## src/rtl/aud_rx_status_pkg.sv

```systemverilog
package aud_rx_status_pkg;
  localparam int NUM_FLAGS = 6;
  localparam int NUM_PCM   = 2;
  // flag index order: 0 stsAddr, 1 stsData, 2 leftReq, 3 rightReq, 4 leftOvr, 5 rightOvr
  localparam int REQ_BASE  = 2;
  localparam int OVR_BASE  = 4;
  localparam int FLAG_POS [NUM_FLAGS] = '{22, 21, 20, 19, 13, 12};
  localparam int MIN_W     = 23;

  typedef struct packed {
    logic [NUM_FLAGS-1:0] setFlag;
    logic [NUM_FLAGS-1:0] clrFlag;
  } flagCtl_t;
endpackage

```

## src/rtl/aud_rx_status_ctrl.sv

```systemverilog
module aud_rx_status_ctrl
  import aud_rx_status_pkg::*;
#(
  parameter int REG_W = 32
) (
  input  logic                 clk,
  input  logic                 rst_n,
  input  logic [3:0]           slotArrive,
  input  logic                 dmaMode,
  input  logic [NUM_PCM-1:0]   pcmRd,
  input  logic                 regWrEn,
  input  logic [REG_W-1:0]     regWrData,
  input  logic [NUM_FLAGS-1:0] flagQ,
  output flagCtl_t             ctl
);
  logic [NUM_FLAGS-1:0] setVec;
  logic [NUM_FLAGS-1:0] wrClr;
  logic [NUM_FLAGS-1:0] clrVec;
  logic [NUM_PCM-1:0]   dmaTake;

  assign setVec[0] = slotArrive[0];
  assign setVec[1] = slotArrive[1];

  genvar c;
  generate
    for (c = 0; c < NUM_PCM; c++) begin : g_pcm
      assign dmaTake[c]           = dmaMode & pcmRd[c];
      assign setVec[REQ_BASE + c] = slotArrive[REQ_BASE + c];
      // overrun: new sample while previous still pending and not being taken now
      assign setVec[OVR_BASE + c] = slotArrive[REQ_BASE + c] & flagQ[REQ_BASE + c] & ~dmaTake[c];
      assign clrVec[REQ_BASE + c] = wrClr[REQ_BASE + c] | dmaTake[c];
      assign clrVec[OVR_BASE + c] = wrClr[OVR_BASE + c];

      assert_no_dma_outside_R7: assert property (@(posedge clk) disable iff (!rst_n)
        (!dmaMode && !regWrEn) |-> !clrVec[REQ_BASE + c]);
    end
  endgenerate

  assign clrVec[0] = wrClr[0];
  assign clrVec[1] = wrClr[1];

  genvar i;
  generate
    for (i = 0; i < NUM_FLAGS; i++) begin : g_wr
      assign wrClr[i] = regWrEn & ~regWrData[FLAG_POS[i]];
    end
  endgenerate

  assign ctl.setFlag = setVec;
  assign ctl.clrFlag = clrVec;
endmodule

```

## src/rtl/aud_rx_status_dp.sv

```systemverilog
module aud_rx_status_dp
  import aud_rx_status_pkg::*;
#(
  parameter int REG_W = 32
) (
  input  logic                 clk,
  input  logic                 rst_n,
  input  flagCtl_t             ctl,
  output logic [NUM_FLAGS-1:0] flagQ,
  output logic [REG_W-1:0]     regRdData
);
  always_ff @(posedge clk) begin
    if (!rst_n) flagQ <= '0;
    else        flagQ <= ctl.setFlag | (flagQ & ~ctl.clrFlag);
  end

  always_comb begin
    regRdData = '0;
    for (int k = 0; k < NUM_FLAGS; k++) regRdData[FLAG_POS[k]] = flagQ[k];
  end

  genvar i;
  generate
    for (i = 0; i < NUM_FLAGS; i++) begin : g_chk
      assert_set_wins_R5: assert property (@(posedge clk) disable iff (!rst_n)
        (ctl.setFlag[i] && ctl.clrFlag[i]) |=> flagQ[i]);
      assert_idle_hold_R3: assert property (@(posedge clk) disable iff (!rst_n)
        (!ctl.setFlag[i] && !ctl.clrFlag[i]) |=> $stable(flagQ[i]));
    end
  endgenerate
endmodule

```

## src/rtl/aud_rx_status.sv

```systemverilog
module aud_rx_status
  import aud_rx_status_pkg::*;
#(
  parameter int REG_W = 32
) (
  input  logic               clk,
  input  logic               rst_n,
  input  logic [3:0]         slotArrive,
  input  logic               dmaMode,
  input  logic [1:0]         pcmRd,
  input  logic               regWrEn,
  input  logic [REG_W-1:0]   regWrData,
  output logic [REG_W-1:0]   regRdData
);
  localparam int MASK_W = REG_W;

  flagCtl_t             ctl;
  logic [NUM_FLAGS-1:0] flagQ;
  logic [MASK_W-1:0]    defMask;

  initial begin
    if (REG_W < MIN_W) $error("REG_W too small for flag positions");
  end

  always_comb begin
    defMask = '0;
    for (int k = 0; k < NUM_FLAGS; k++) defMask[FLAG_POS[k]] = 1'b1;
  end

  aud_rx_status_ctrl #(.REG_W(REG_W)) u_ctrl (
    .clk(clk), .rst_n(rst_n), .slotArrive(slotArrive), .dmaMode(dmaMode),
    .pcmRd(pcmRd), .regWrEn(regWrEn), .regWrData(regWrData),
    .flagQ(flagQ), .ctl(ctl)
  );

  aud_rx_status_dp #(.REG_W(REG_W)) u_dp (
    .clk(clk), .rst_n(rst_n), .ctl(ctl), .flagQ(flagQ), .regRdData(regRdData)
  );

  assert_reserved_zero_R4: assert property (@(posedge clk) disable iff (!rst_n)
    (regRdData & ~defMask) == '0);
  assert_slot1_sets_R2: assert property (@(posedge clk) disable iff (!rst_n)
    slotArrive[0] |=> regRdData[22]);
  assert_slot4_sets_R2: assert property (@(posedge clk) disable iff (!rst_n)
    slotArrive[3] |=> regRdData[19]);
  assert_dma_left_clear_R6: assert property (@(posedge clk) disable iff (!rst_n)
    (dmaMode && pcmRd[0] && !slotArrive[2]) |=> !regRdData[20]);
  assert_left_overrun_R8: assert property (@(posedge clk) disable iff (!rst_n)
    (slotArrive[2] && regRdData[20] && !(dmaMode && pcmRd[0])) |=> regRdData[13]);
  assert_ovr_sticky_R9: assert property (@(posedge clk) disable iff (!rst_n)
    (regRdData[13] && !(regWrEn && !regWrData[13])) |=> regRdData[13]);
  assert_write_one_keeps_R3: assert property (@(posedge clk) disable iff (!rst_n)
    (regWrEn && regWrData[21] && regRdData[21]) |=> regRdData[21]);
endmodule

```

## config.mk

```make
export PLATFORM = sky130hd
export DESIGN_NAME = aud_rx_status
export DESIGN_NICKNAME = d
export VERILOG_FILES = /design/src/rtl/aud_rx_status_pkg.sv /design/src/rtl/aud_rx_status_ctrl.sv /design/src/rtl/aud_rx_status_dp.sv /design/src/rtl/aud_rx_status.sv
export SDC_FILE = /design/constraint.sdc
export NUM_CORES = 1
export LEC_CHECK = 0
export BUFFER_PORTS_ARGS = -buffer_cell sky130_fd_sc_hd__buf_4
export CAP_MARGIN = 15
export CELL_PAD_IN_SITES_DETAIL_PLACEMENT = 1
export CELL_PAD_IN_SITES_GLOBAL_PLACEMENT = 1
export CORE_MARGIN = 3
export CORE_UTILIZATION = 17
export DETAILED_ROUTE_END_ITERATION = 8
export MAX_ROUTING_LAYER = met4
export PLACE_DENSITY = 0.79
export SLEW_MARGIN = 20
export SYNTH_ARGS = -nofsm -noshare
export SYNTH_HDL_FRONTEND = slang
export SYNTH_HIERARCHICAL = 1
export SYNTH_SLANG_ARGS = --single-unit
```

## constraint.sdc

```tcl
create_clock -name clk -period 0.8 [get_ports clk]
set_input_delay 0.16 -clock clk [delete_from_list [all_inputs] [get_ports clk]]
set_output_delay 0.16 -clock clk [all_outputs]
set_load 0.01 [all_outputs]
```

* Yosys cells after proc, flatten, opt, wreduce, memory -nomap -nowiden *
Index checks and enable logic that the tools add are counted.

word-level totals
  logic and storage cells = 26
  register bits = 6
  output and inout port bits = 32

cells by class
  bitwise logic cells = 25

operators by type and width
  kind               number
  bitwise AND 1 bit  12
  inverter 1 bit     8
  bitwise AND 6 bit  1
  inverter 6 bit     1
  OR 6 bit           1
  OR 1 bit           2

* Logic depth before layout (Yosys ltp) *
  depth in word-level cells = 6
  mapped depth = 4

* Modules after synthesis *
Netlist, hierarchy kept.

by module, submodules not included
  module              sequential area each (µm²)  instances  area an instance (µm²)  cells each
  aud_rx_status_dp    120.1                       1          491.7                   51
  aud_rx_status_ctrl  0.0                         1          78.8                    15

* Worst setup path after synthesis *
No wires, ideal clock.

  path type = input-to-reg
  from = input regWrEn
  to = register u_dp.flagQ[2]
  slack = 0.088 ns
  arrival = 0.597 ns
  path buffers = 0
  library setup time = 0.115 ns
  stages = 4
  cells stage by stage = inv_2 -> o21ai_1 -> nor2b_4 -> o21a_1

RTL lines
  element               RTL line                source
  start, declared       aud_rx_status.sv:11     input logic regWrEn,
  end signal, assigned  aud_rx_status_dp.sv:14  else flagQ <= ctl.setFlag | (flagQ & ~ctl.clrFlag);
  end, declared         aud_rx_status_dp.sv:9   output logic [NUM_FLAGS-1:0] flagQ,

* Final worst setup path *
  from = register u_dp.flagQ[3]
  to = output regRdData[19]

RTL lines
  element        RTL line             source
  end, declared  aud_rx_status.sv:13  output logic [REG_W-1:0] regRdData

No word-level cell between the ends.

==> results_dict.tcl <==
set metrics [dict create \
    arrival_ps 680 \
    finalPower_uw 863 \
    setup_violations 6 \
    critPathSlowestCell "dfxtp_2" \
    wl_per_cell_um 9.09 \
    hold_class "primary input to flip-flop" \
    grtUsageTotal 0.0557 \
    layout.nets 123 \
    p_sw_uw 247 \
    synth_top_area_frac 0.474 \
    irDropWorstVdd_mv 0.232 \
    biggestRegsByFlops "u_dp/flagQ (6)" \
    ant_nets 0 \
    setup_slack_ps -36.8 \
    fp.dieW_um 63.9 \
    r2r_end "u_dp/flagQ[5]" \
    fin_util 0.211 \
    r2r_start "u_dp/flagQ[3]" \
    tritoncts "built" \
    fp-row-count 20 \
    start_util 0.182 \
    busiest_layer "met2" \
    finClkSkew_ps 5.99 \
    internal_power_uw 616 \
    use_met1 0.0403 \
    grt_pass1_vias 347 \
    cp-start-kind "flip-flop" \
    via_per_inst 2.91 \
    rr_worst_depth 2 \
    rsz0062_at_grt "yes" \
    p_per_area_mw_per_mm2 1310 \
    ys_types 10 \
    critPathRequiredTime_ps 640 \
    cts.repair_timing.setup_buffer_count 0 \
    clockRootBuffer "clkbuf_4" \
    grt_pass1_wl_mm 1.60 \
    grt_max_degree 7 \
    antenna_cells 0 \
    power_frac_seq 0.390 \
    drc 0 \
    die_h_um 63.9 \
    ys_seq_area_frac 0.211 \
    cp_cell_sequence "buf_6" \
    swShare 0.287 \
    final_max_slew_viol_count 0 \
    critical-path-max-stage-delay_ps 320 \
    fp.dieArea_mm2 0.00409 \
    io_buffers 21 \
    synth_edf_count 0 \
    grt_use_met3 0.0316 \
    top_register "u_dp/flagQ" \
    comb_power_share 0.284 \
    hold_ws_ps 123 \
    cts.sinks 6 \
    syn_inst 66 \
    synth.area.top_cells "buf_4, dfxtp_1, nor2b_4" \
    min_from "slotArrive[1]" \
    yosysWarnings 6 \
    cts_made_buffers 3 \
    violations "setup timing" \
    largest_reg_flops 6 \
    leakagePower_uw 0.000334 \
    hold_viol 0 \
    drive_gt1_frac 0.468 \
    use_met2 0.107 \
    maxCapViolCount 0 \
    clk_pin_slew_worst_paths_ps 50 \
    dr.pass1.iters 2 \
    avgSynthCellArea_um2 8.64 \
    max_freq_mhz 1200 \
    cts_buffer_depth 2 \
    cp_num_buf_inv 1 \
    clock_latency_ps 240 \
    critical-path-top-delay-family "flip-flops" \
    area_growth_syn_to_layout_pct 15.6 \
    fin_crit_sh 1.05 \
    gp_congestion 0.712 \
    yosysTopAreaCell "buf_4" \
    finalCriticalPeriod_ps 837 \
    clockPowerShare 0.326 \
    dpl.hpwl_um 971 \
    antenna_found_initial 0 \
    synth_ff_type "dfxtp_1" \
    drt_wl_total_mm 1.12 \
    synth-seq-cells 6 \
    synth.most_common_cell "buf_4" \
    io_pins 74 \
    hold_buffers 0 \
    async_flop_share 0 \
    core-area_mm2 0.00313 \
    synthesis.area_um2 571 \
    grt-ovfl-total 0 \
    dr.first_iter.drc_count 9 \
    crit_fanout 3 \
    synth_top_cells_by_count "buf_4, dfxtp_1, nor2b_4, o21a_1, nor2_1" \
    via_count 358 \
    critPathKind "flip-flop to primary output" \
    regToRegSetupSlack_ps 50 \
    htreeDepth 1 \
    hold_depth 2 \
    outcome "finished with violations" \
    end_kind "primary output" \
    min_to "u_dp/flagQ[1]" \
]
==> worst max path at each step <==
stage          slack [ps]          start             to  depth (start not counted)
3_3_place_gp          -50        regWrEn  u_dp/flagQ[2]                          5
4_1_cts               -50  u_dp/flagQ[0]  regRdData[22]                          1
5_1_grt               -90  u_dp/flagQ[3]  regRdData[19]                          1
2_1_floorplan          90        regWrEn  u_dp/flagQ[2]                          4
3_5_place_dp          -90        regWrEn  u_dp/flagQ[2]                          5
6_report              -40  u_dp/flagQ[3]  regRdData[19]                          1
==> cells in the final DEF, fill, tap and decap left out <==
master / Yosys / routed
and3_1: 2 / 2
buf_4: 36 / 15
nand2_1: 2 / 2
dfxtp_2: 0 / 6
clkbuf_4: 0 / 3
o21a_1: 6 / 6
o21ai_1: 2 / 2
inv_2: 1 / 1
conb_1: 1 / 26
buf_6: 0 / 6
nor2b_4: 6 / 6
nor2_1: 4 / 4
==> routing by layer <==
layer / wire (µm) / up-vias
li1: - / 171
met2: 683 / 19
met5: 0 / -
met4: 0 / 0
met1: 288 / 168
met3: 147 / 0
==> power by group through the flow <==
stage / Combinational [µW] / Sequential (µW) / Clock [µW]
4_1_cts: 244 / 337 / 306
2_1_floorplan: 266 / 332 / 0
3_3_place_gp: 228 / 334 / 0
5_1_grt: 264 / 340 / 332
3_5_place_dp: 232 / 336 / 0
6_report: 245 / 336 / 282
==> cell families (layout without fill, tap and decap cells) <==
group	after synthesis	after routing	share of synthesized area
other cells	1	26	0.00657
simple gates	14	14	0.206
flops	6	6	0.211
compound gates	8	8	0.0965
buf+inv	37	25	0.480
==> stage by stage <==
stage | area [µm²] | setup TNS, ps | instances | setup slack, ps
final | 659 | -197 | 123 | -36.8
after global routing | 659 | -438 | 123 | -91.8
after CTS | 659 | -293 | 123 | -53.6
after detailed placement | 607 | -294 | 120 | -85.1
after global placement | 607 | -136 | 120 | -46.6
after floorplan | 664 | 0 | 91 | 88.1
==> cell type report <==
type	count	area, µm²
sequential	6	128
tap	44	55.1
fill	390	2470
inverter	1	3.75
timing repair buffer	21	180
clock buffer	3	22.5
multi-input combinational	48	270
==> timing repair <==
item / 4_1_cts / 5_1_grt
pin swaps: 0 / 0
cloned: 0 / 0
gates resized for setup: 12 / 0
setup endpoints to repair: 6 / 6
Power figures use the tool's default switching activity.
